**config.mk**
```make
export PLATFORM = sky130hd
export DESIGN_NAME = spi_cmd_shifter
export DESIGN_NICKNAME = d
export VERILOG_FILES = /design/src/rtl/spi_cmd_pkg.sv /design/src/rtl/spi_cmd_datapath.sv /design/src/rtl/spi_cmd_control.sv /design/src/rtl/spi_cmd_shifter.sv
export SDC_FILE = /design/constraint.sdc
export NUM_CORES = 1
export LEC_CHECK = 0
export BUFFER_PORTS_ARGS = -buffer_cell sky130_fd_sc_hd__clkbuf_2
export CORE_ASPECT_RATIO = 0.5
export CORE_UTILIZATION = 50
export DETAILED_ROUTE_END_ITERATION = 10
export GPL_TIMING_DRIVEN = 0
export PLACE_DENSITY = 0.69
export SETUP_SLACK_MARGIN = 0.5
export SLEW_MARGIN = 5
export SYNTH_ARGS = -nofsm -noshare
export SYNTH_HDL_FRONTEND = slang
export SYNTH_SLANG_ARGS = --single-unit
```
**constraint.sdc**
```tcl
create_clock -name clk -period 2.2 [get_ports clk]
set_clock_uncertainty 0.05 [all_clocks]
set_input_delay 0.33 -clock clk [delete_from_list [all_inputs] [get_ports clk]]
set_output_delay 0.33 -clock clk [all_outputs]
set_load 0.01 [all_outputs]
```
**src/rtl/spi_cmd_pkg.sv**
```systemverilog
package spi_cmd_pkg;

  // Number of software-loaded transmit bytes; one extra zero byte follows them.
  localparam int PRG_BYTES = 6;
  localparam int MAX_BITS  = 8 * (PRG_BYTES + 1);
  localparam int BITS_W    = $clog2(MAX_BITS + 1);
  localparam int ADDR_W    = 4;

  localparam logic [ADDR_W-1:0] A_CMD  = 4'd0;
  localparam logic [ADDR_W-1:0] A_CNT  = 4'd1;
  localparam logic [ADDR_W-1:0] A_STAT = 4'd2;
  localparam logic [ADDR_W-1:0] A_KEY  = 4'd3;
  localparam logic [ADDR_W-1:0] A_PRG0 = 4'd4;
  localparam logic [ADDR_W-1:0] A_CAP0 = 4'd10;

  typedef enum logic [7:0] {
    OP_IDLE = 8'h00,
    OP_RDSR = 8'h02,
    OP_XFER = 8'h04,
    OP_WRSR = 8'h20
  } op_e;

  // Strobes from the control to the datapath.
  typedef struct packed {
    logic load;
    op_e  loadOp;
    logic sample;
    logic advance;
    logic latchStatus;
  } strobe_t;

endpackage

```
**src/rtl/spi_cmd_datapath.sv**
```systemverilog
module spi_cmd_datapath
  import spi_cmd_pkg::*;
#(
  parameter logic [7:0] RDSR_OPCODE = 8'h05,
  parameter logic [7:0] WRSR_OPCODE = 8'h01,
  parameter logic [7:0] UNLOCK_KEY  = 8'h30
) (
  input  logic              clk,
  input  logic              rstN,
  input  logic              wrEn,
  input  logic [ADDR_W-1:0] wrAddr,
  input  logic [7:0]        wrData,
  input  logic [ADDR_W-1:0] rdAddr,
  output logic [7:0]        rdData,
  input  logic              miso,
  output logic              mosi,
  input  strobe_t           strb,
  input  op_e               curOp,
  output logic              startReq,
  output op_e               reqOp,
  output logic [BITS_W-1:0] reqBits
);

  localparam logic [7:0]        MAX_CNT   = 8'(MAX_BITS);
  localparam logic [BITS_W-1:0] SHORT_LEN = BITS_W'(16);
  localparam int                PAD_RDSR  = MAX_BITS - 8;
  localparam int                PAD_WRSR  = MAX_BITS - 16;

  logic [7:0]          prgBank [PRG_BYTES];
  logic [7:0]          countReg;
  logic [7:0]          statusReg;
  logic                unlocked;
  logic [MAX_BITS-1:0] txShift;
  logic [MAX_BITS-1:0] rxShift;
  logic [MAX_BITS-1:0] bankVec;
  logic [MAX_BITS-1:0] loadVec;
  logic                legalCode;

  // ---------------- register writes ----------------
  always_ff @(posedge clk or negedge rstN) begin
    if (!rstN) begin
      countReg <= '0;
      unlocked <= 1'b0;
      for (int i = 0; i < PRG_BYTES; i++) prgBank[i] <= '0;
    end else if (wrEn) begin
      if (wrAddr == A_CNT) countReg <= wrData;
      if (wrAddr == A_KEY) unlocked <= (wrData == UNLOCK_KEY);
      for (int i = 0; i < PRG_BYTES; i++) begin
        if (wrAddr == A_PRG0 + ADDR_W'(i)) prgBank[i] <= wrData;
      end
    end
  end

  // ---------------- start decode ----------------
  always_comb begin
    legalCode = (wrData == OP_RDSR) || (wrData == OP_XFER) || (wrData == OP_WRSR);
    startReq  = wrEn && (wrAddr == A_CMD) && unlocked && legalCode;
    reqOp     = legalCode ? op_e'(wrData) : OP_IDLE;
    if (reqOp == OP_XFER) begin
      reqBits = (countReg > MAX_CNT) ? BITS_W'(MAX_BITS) : countReg[BITS_W-1:0];
    end else begin
      reqBits = SHORT_LEN;
    end
  end

  // ---------------- outgoing stream ----------------
  generate
    for (genvar g = 0; g < PRG_BYTES; g++) begin : g_bank
      assign bankVec[8*(g+1) +: 8] = prgBank[g];
    end
  endgenerate
  assign bankVec[7:0] = 8'h00;

  always_comb begin
    unique case (strb.loadOp)
      OP_RDSR: loadVec = {RDSR_OPCODE, {PAD_RDSR{1'b0}}};
      OP_WRSR: loadVec = {WRSR_OPCODE, prgBank[PRG_BYTES-1], {PAD_WRSR{1'b0}}};
      default: loadVec = bankVec;
    endcase
  end

  // ---------------- shift chains ----------------
  always_ff @(posedge clk or negedge rstN) begin
    if (!rstN) begin
      txShift   <= '0;
      rxShift   <= '0;
      statusReg <= '0;
    end else begin
      if (strb.load) begin
        txShift <= loadVec;
        rxShift <= '0;
      end else begin
        if (strb.advance) txShift <= {txShift[MAX_BITS-2:0], 1'b0};
        if (strb.sample)  rxShift <= {rxShift[MAX_BITS-2:0], miso};
      end
      if (strb.latchStatus) statusReg <= rxShift[7:0];
    end
  end

  assign mosi = txShift[MAX_BITS-1];

  // ---------------- register reads ----------------
  always_comb begin
    rdData = '0;
    if (rdAddr == A_CMD)  rdData = curOp;
    if (rdAddr == A_CNT)  rdData = countReg;
    if (rdAddr == A_STAT) rdData = statusReg;
    if (rdAddr == A_KEY)  rdData = {7'd0, unlocked};
    for (int i = 0; i < PRG_BYTES; i++) begin
      if (rdAddr == A_PRG0 + ADDR_W'(i)) rdData = prgBank[i];
      if (rdAddr == A_CAP0 + ADDR_W'(i)) rdData = rxShift[8*i +: 8];
    end
  end

  // ---------------- assertions ----------------
  assert_load_needs_key_R2: assert property (@(posedge clk) disable iff (!rstN)
    strb.load |-> unlocked);

  assert_status_only_on_read_R6: assert property (@(posedge clk) disable iff (!rstN)
    !$stable(statusReg) |-> $past(strb.latchStatus));

  assert_no_load_from_bad_code_R10: assert property (@(posedge clk) disable iff (!rstN)
    strb.load |-> (strb.loadOp != OP_IDLE));

endmodule

```
**src/rtl/spi_cmd_control.sv**
```systemverilog
module spi_cmd_control
  import spi_cmd_pkg::*;
#(
  parameter int HALF_DIV = 2
) (
  input  logic              clk,
  input  logic              rstN,
  input  logic              startReq,
  input  op_e               reqOp,
  input  logic [BITS_W-1:0] reqBits,
  output strobe_t           strb,
  output op_e               curOp,
  output logic              csN,
  output logic              sclk
);

  localparam int DIV_W = (HALF_DIV > 1) ? $clog2(HALF_DIV) : 1;
  localparam logic [DIV_W-1:0] DIV_LAST = DIV_W'(HALF_DIV - 1);

  typedef enum logic [1:0] {ST_IDLE, ST_LOW, ST_HIGH} state_e;

  state_e            state;
  logic [DIV_W-1:0]  divCnt;
  logic [BITS_W-1:0] bitCnt;
  logic [BITS_W-1:0] totBits;
  logic              divEnd;
  logic              lastBit;
  logic              finishing;
  logic              startGo;

  always_comb begin
    divEnd    = (divCnt == DIV_LAST);
    lastBit   = (bitCnt == BITS_W'(totBits - 1'b1));
    finishing = (state == ST_HIGH) && divEnd && lastBit;
    startGo   = (state == ST_IDLE) && startReq && (reqBits != '0);

    strb             = '0;
    strb.loadOp      = reqOp;
    strb.load        = startGo;
    strb.sample      = (state == ST_LOW) && divEnd;
    strb.advance     = (state == ST_HIGH) && divEnd && !lastBit;
    strb.latchStatus = finishing && (curOp == OP_RDSR);
  end

  always_ff @(posedge clk or negedge rstN) begin
    if (!rstN) begin
      state   <= ST_IDLE;
      divCnt  <= '0;
      bitCnt  <= '0;
      totBits <= '0;
      curOp   <= OP_IDLE;
    end else begin
      unique case (state)
        ST_IDLE: begin
          if (startGo) begin
            state   <= ST_LOW;
            divCnt  <= '0;
            bitCnt  <= '0;
            totBits <= reqBits;
            curOp   <= reqOp;
          end
        end
        ST_LOW: begin
          if (divEnd) begin
            divCnt <= '0;
            state  <= ST_HIGH;
          end else begin
            divCnt <= divCnt + 1'b1;
          end
        end
        ST_HIGH: begin
          if (divEnd) begin
            divCnt <= '0;
            if (lastBit) begin
              state <= ST_IDLE;
              curOp <= OP_IDLE;
            end else begin
              bitCnt <= bitCnt + 1'b1;
              state  <= ST_LOW;
            end
          end else begin
            divCnt <= divCnt + 1'b1;
          end
        end
        default: state <= ST_IDLE;
      endcase
    end
  end

  assign csN  = (state == ST_IDLE);
  assign sclk = (state == ST_HIGH);

  // ---------------- assertions ----------------
  assert_zero_count_no_select_R9: assert property (@(posedge clk) disable iff (!rstN)
    ((state == ST_IDLE) && startReq && (reqBits == '0)) |=> csN);

  assert_busy_start_ignored_R8: assert property (@(posedge clk) disable iff (!rstN)
    ((state != ST_IDLE) && startReq && !finishing) |=> $stable(curOp) && $stable(totBits));

  assert_bit_in_range_R3: assert property (@(posedge clk) disable iff (!rstN)
    (state != ST_IDLE) |-> (bitCnt < totBits) && (totBits <= BITS_W'(MAX_BITS)));

  assert_busy_code_shown_R4: assert property (@(posedge clk) disable iff (!rstN)
    (state != ST_IDLE) |-> (curOp != OP_IDLE));

endmodule

```
**src/rtl/spi_cmd_shifter.sv**
```systemverilog
module spi_cmd_shifter
  import spi_cmd_pkg::*;
#(
  parameter int         HALF_DIV    = 2,
  parameter logic [7:0] RDSR_OPCODE = 8'h05,
  parameter logic [7:0] WRSR_OPCODE = 8'h01,
  parameter logic [7:0] UNLOCK_KEY  = 8'h30
) (
  input  logic       clk,
  input  logic       rstN,
  input  logic       wrEn,
  input  logic [3:0] wrAddr,
  input  logic [7:0] wrData,
  input  logic [3:0] rdAddr,
  output logic [7:0] rdData,
  output logic       spiCsN,
  output logic       spiSclk,
  output logic       spiMosi,
  input  logic       spiMiso
);

  strobe_t           strb;
  op_e               curOp;
  op_e               reqOp;
  logic              startReq;
  logic [BITS_W-1:0] reqBits;

  spi_cmd_datapath #(
    .RDSR_OPCODE(RDSR_OPCODE),
    .WRSR_OPCODE(WRSR_OPCODE),
    .UNLOCK_KEY (UNLOCK_KEY)
  ) u_datapath (
    .clk     (clk),
    .rstN    (rstN),
    .wrEn    (wrEn),
    .wrAddr  (wrAddr),
    .wrData  (wrData),
    .rdAddr  (rdAddr),
    .rdData  (rdData),
    .miso    (spiMiso),
    .mosi    (spiMosi),
    .strb    (strb),
    .curOp   (curOp),
    .startReq(startReq),
    .reqOp   (reqOp),
    .reqBits (reqBits)
  );

  spi_cmd_control #(
    .HALF_DIV(HALF_DIV)
  ) u_control (
    .clk     (clk),
    .rstN    (rstN),
    .startReq(startReq),
    .reqOp   (reqOp),
    .reqBits (reqBits),
    .strb    (strb),
    .curOp   (curOp),
    .csN     (spiCsN),
    .sclk    (spiSclk)
  );

endmodule

```
==> metrics <==
outcome=finished, violations left; failing checks=negative setup slack; Pre-Repair DR Iteration Count=5; Synth area leader=dfrtp_1; count leader, synth=dfrtp_1; clk_lat worst skew=0.45 ns; die width=between 150 and 200 µm; R2R Setup Slk=-0.25 ns; most common flop cell mapped by yosys=dfrtp_1; highest clock rate=roughly 400 MHz; Hold/Removal Path Class=in -> reg; HPWL after detailed placement=about 20000 µm; Finished Layout Cells=between 1000 and 1500; worst path arrival time=around 2.7 ns; Net Sw Frac=0.289; H-tree depth=4; # IOs=31; share of the synthesized area in the top cell type=0.485; die area=~20000 µm²; Syn Inst Count=958; top cells by area, synth=dfrtp_1 (49%), mux2_2 (7.8%), mux2i_1 (6.5%); CP Max Fanout=5; first-pass GRT wire length=between 40000 and 50000 µm; Startpoint Class=flip-flop; TritonCTS Sinks=approximately 180; unique cell type count in the Yosys netlist=68; register bit total from synthesis=184; sequential fraction of the synthesis area=0.485; initial antenna violation count=1; final worst setup slack=-0.254 ns; FFs w/ async S/R, synth=1.00; CTS tree=done; chip height=99.4 µm; Mapped Area=9490 µm²; period utilization=1.12; routed len/inst=22.6 µm; worst slew pin tran=between 0.8 and 0.9 ns; Final Hold Fails=0; TritonCTS Buffers=17; CTS Buffer Depth=2; clk slew on worst S/H paths=around 0.07 ns; Pleak=between 5 and 6 nW; final hold slack=0.0822 ns; Cell Pwr Density=approximately 610 nW/µm²; Placer Congestion=between 0.9 and 1; Synthesis Warnings=0; cell internal pwr=roughly 5.6 mW; unrepaired setup endpoints after global routing=yes; max-slew headroom at the worst pin=0.424; Crit. End Element=flip-flop; # port buffers=27; Core Rows=35; Initial Utilization=0.513; share of power burned in the clock network=0.370; Post-synth top cells=dfrtp_1 (184), nand2_1 (126), a21oi_1 (80), mux2_2 (66), o21ai_0 (64); clock root buffer=clkbuf_16; EDFF count, synth=0; Final setup violation count=about 130; Avg Synthesized Cell Area=a little under 10 µm²; Final #Nets=about 1100; hold path startpoint=spiMiso; GRT Overall Usage=0.321; Area Growth Syn to Fin=37.2%; layout cells sized above 1=0.384; Worst Hold Depth=3; PnR Total Power=7.93 mW; DR vias/cell=between 6 and 7; Vias=8385; Remaining Overflow, GRT=0; max_cap viols=0; combinational cell fraction of total power=0.136; pre-CTS WS=-0.739 ns; min Tclk post-route=approximately 2.5 ns; switching power=2.29 mW; drt total wl=30700 µm; maximum vdd drop=0.000556 V; ANT nets after route=0; FF-to-FF path depth=14; Syn Nets=approximately 990; drt first-iter violations=between 700 and 800; # diodes=0; Core Box Area=18500 µm²; Setup Crit Path Kind=reg -> reg; Slew Viols, Final=0; vias in the first global route=approximately 8000; Flop pwr share=0.494; data required time at the worst endpoint=roughly 2.5 ns; dpl cells=roughly 1200; WHS Endpoint=u_datapath.rxShift[0]$_DFFE_PN0P_; largest net degree at the start of global routing=94; drt drc=0; Critical R2R Capture=u_datapath.txShift[54]$_DFFE_PN0P_; FF-to-FF Start=u_control.totBits[0]$_DFFE_PN0P_
## metal layers
metal  track usage  up-vias  share of wire
met3        0.0726       57          0.073
met4         0.103        0          0.024
met5             0        -              0
met2         0.481      331           0.45
met1         0.462     4245           0.45
li1              -     3752              -
## state kept, by name (all words and copies together) (netlist names)
signal	count
u_datapath.txShift	48
u_datapath.rxShift	48
u_datapath.bankVec	48
u_control.totBits	6
u_control.bitCnt	6
u_datapath.unlocked	1
u_control.state	2
u_datapath.countReg	8
u_control.divCnt	1
u_datapath.statusReg	8
u_control.curOp	8
## placed cells by master, fill, tap and decap left out, drive strengths merged, types with 3 or more instances in the layout
| cell type | count |
|---|---|
| nand3 | 55 |
| a21o | 7 |
| nand3b | 3 |
| ha | 7 |
| a22oi | 18 |
| xor2 | 7 |
| a221oi | 8 |
| nand4 | 6 |
| clkinv | 4 |
| inv | 17 |
| nor4 | 4 |
| nand2b | 6 |
| o21a | 7 |
| clkbuf | 101 |
| a31oi | 4 |
| buf | 99 |
| o22ai | 14 |
| o2bb2ai | 4 |
| dfrtp | 184 |
| a22o | 9 |
| o21ai | 65 |
| mux2 | 66 |
| clkinvlp | 4 |
| mux2i | 62 |
| nor2 | 45 |
| nor2b | 10 |
| or4 | 4 |
| nor3 | 11 |
| o21bai | 3 |
| nor3b | 3 |
| nand2 | 127 |
| o211ai | 14 |
| a32oi | 7 |
| a21oi | 81 |
## kinds of logic (layout without fill, tap and decap cells)
logic type | count (synthesis) | in the layout | share of synthesized area
xor gates and xnor gates | 8 | 8 | 0.00739
AOI/OAI and AO/OA | 259 | 259 | 0.173
muxes | 128 | 128 | 0.144
DFF | 184 | 184 | 0.485
adders and majority gates | 7 | 7 | 0.00923
buffers and inverters | 82 | 226 | 0.0351
and+or+nand+nor | 290 | 290 | 0.147
## area by class of cell
cell class / count / area (µm²)
clock inverters: 14 / 113
plain buffers: 71 / 761
flip-flops and latches: 184 / 4610
inverters: 11 / 48.8
fillers: 1321 / 5460
clock buffers: 18 / 429
multi-input cells: 692 / 5540
well taps: 259 / 324
repair buffers: 112 / 1190
## worst max-delay path, cell delays in order, from the launching register on
cell and delay (ns):
dfrtp_1 0.42, inv_2 0.10, ha_4 0.16, nand2b_4 0.06, o211a_1 0.25, o31ai_4 0.27, buf_6 0.16, buf_6 0.10
a21oi_4 0.06, buf_12 0.15, buf_8 0.14, buf_12 0.13, buf_16 0.13, nor3_4 0.12, a21oi_2 0.05
## power by group through the flow
stage / clock [mW] / combinational (mW) / sequential (mW)
after floorplan: 0 / 0.577 / 3.84
after global placement: 0 / 0.815 / 3.94
after detailed placement: 0 / 0.851 / 3.95
after CTS: 2.96 / 0.976 / 3.89
after global routing: 3.11 / 1.15 / 3.94
final: 2.93 / 1.08 / 3.92
## what timing repair did
item / CTS / global route
pin swaps: 50 / 33
gates cloned: 13 / 2
buffers inserted: 43 / 25
hold buffers: 1 / 0
endpoints found under the setup margin: 137 / 145
hold endpoints to repair: 92 / 0
resized for setup: 120 / 98
## worst max-delay path by stage
| stage | start | endpoint | slack, ns | cells past startpoint |
|---|---|---|---|---|
| floorplan | u_control.totBits[0]$_DFFE_PN0P_ | u_datapath.statusReg[0]$_DFFE_PN0P_ | -0.06 | 6 |
| global placement | rstN | u_datapath.txShift[20]$_DFFE_PN0P_ | -2.65 | 1 |
| detailed placement | wrData[3] | u_datapath.txShift[39]$_DFFE_PN0P_ | -0.74 | 9 |
| CTS | u_control.totBits[2]$_DFFE_PN0P_ | u_datapath.statusReg[4]$_DFFE_PN0P_ | -0.25 | 7 |
| global route | u_control.totBits[0]$_DFFE_PN0P_ | u_datapath.txShift[54]$_DFFE_PN0P_ | -0.33 | 14 |
| finish | u_control.totBits[0]$_DFFE_PN0P_ | u_datapath.txShift[54]$_DFFE_PN0P_ | -0.25 | 14 |
## through the flow
stage               utilization  setup TNS, ns  area [µm²]
global route              0.704         -26.68       13000
global placement          0.574        -548.66       10600
floorplan                     -         -0.497       10100
finish                    0.704         -19.00       13000
CTS                       0.668         -20.37       12400
detailed placement        0.576         -68.52       10600
Note: power is estimated with default switching activity, not from simulation.
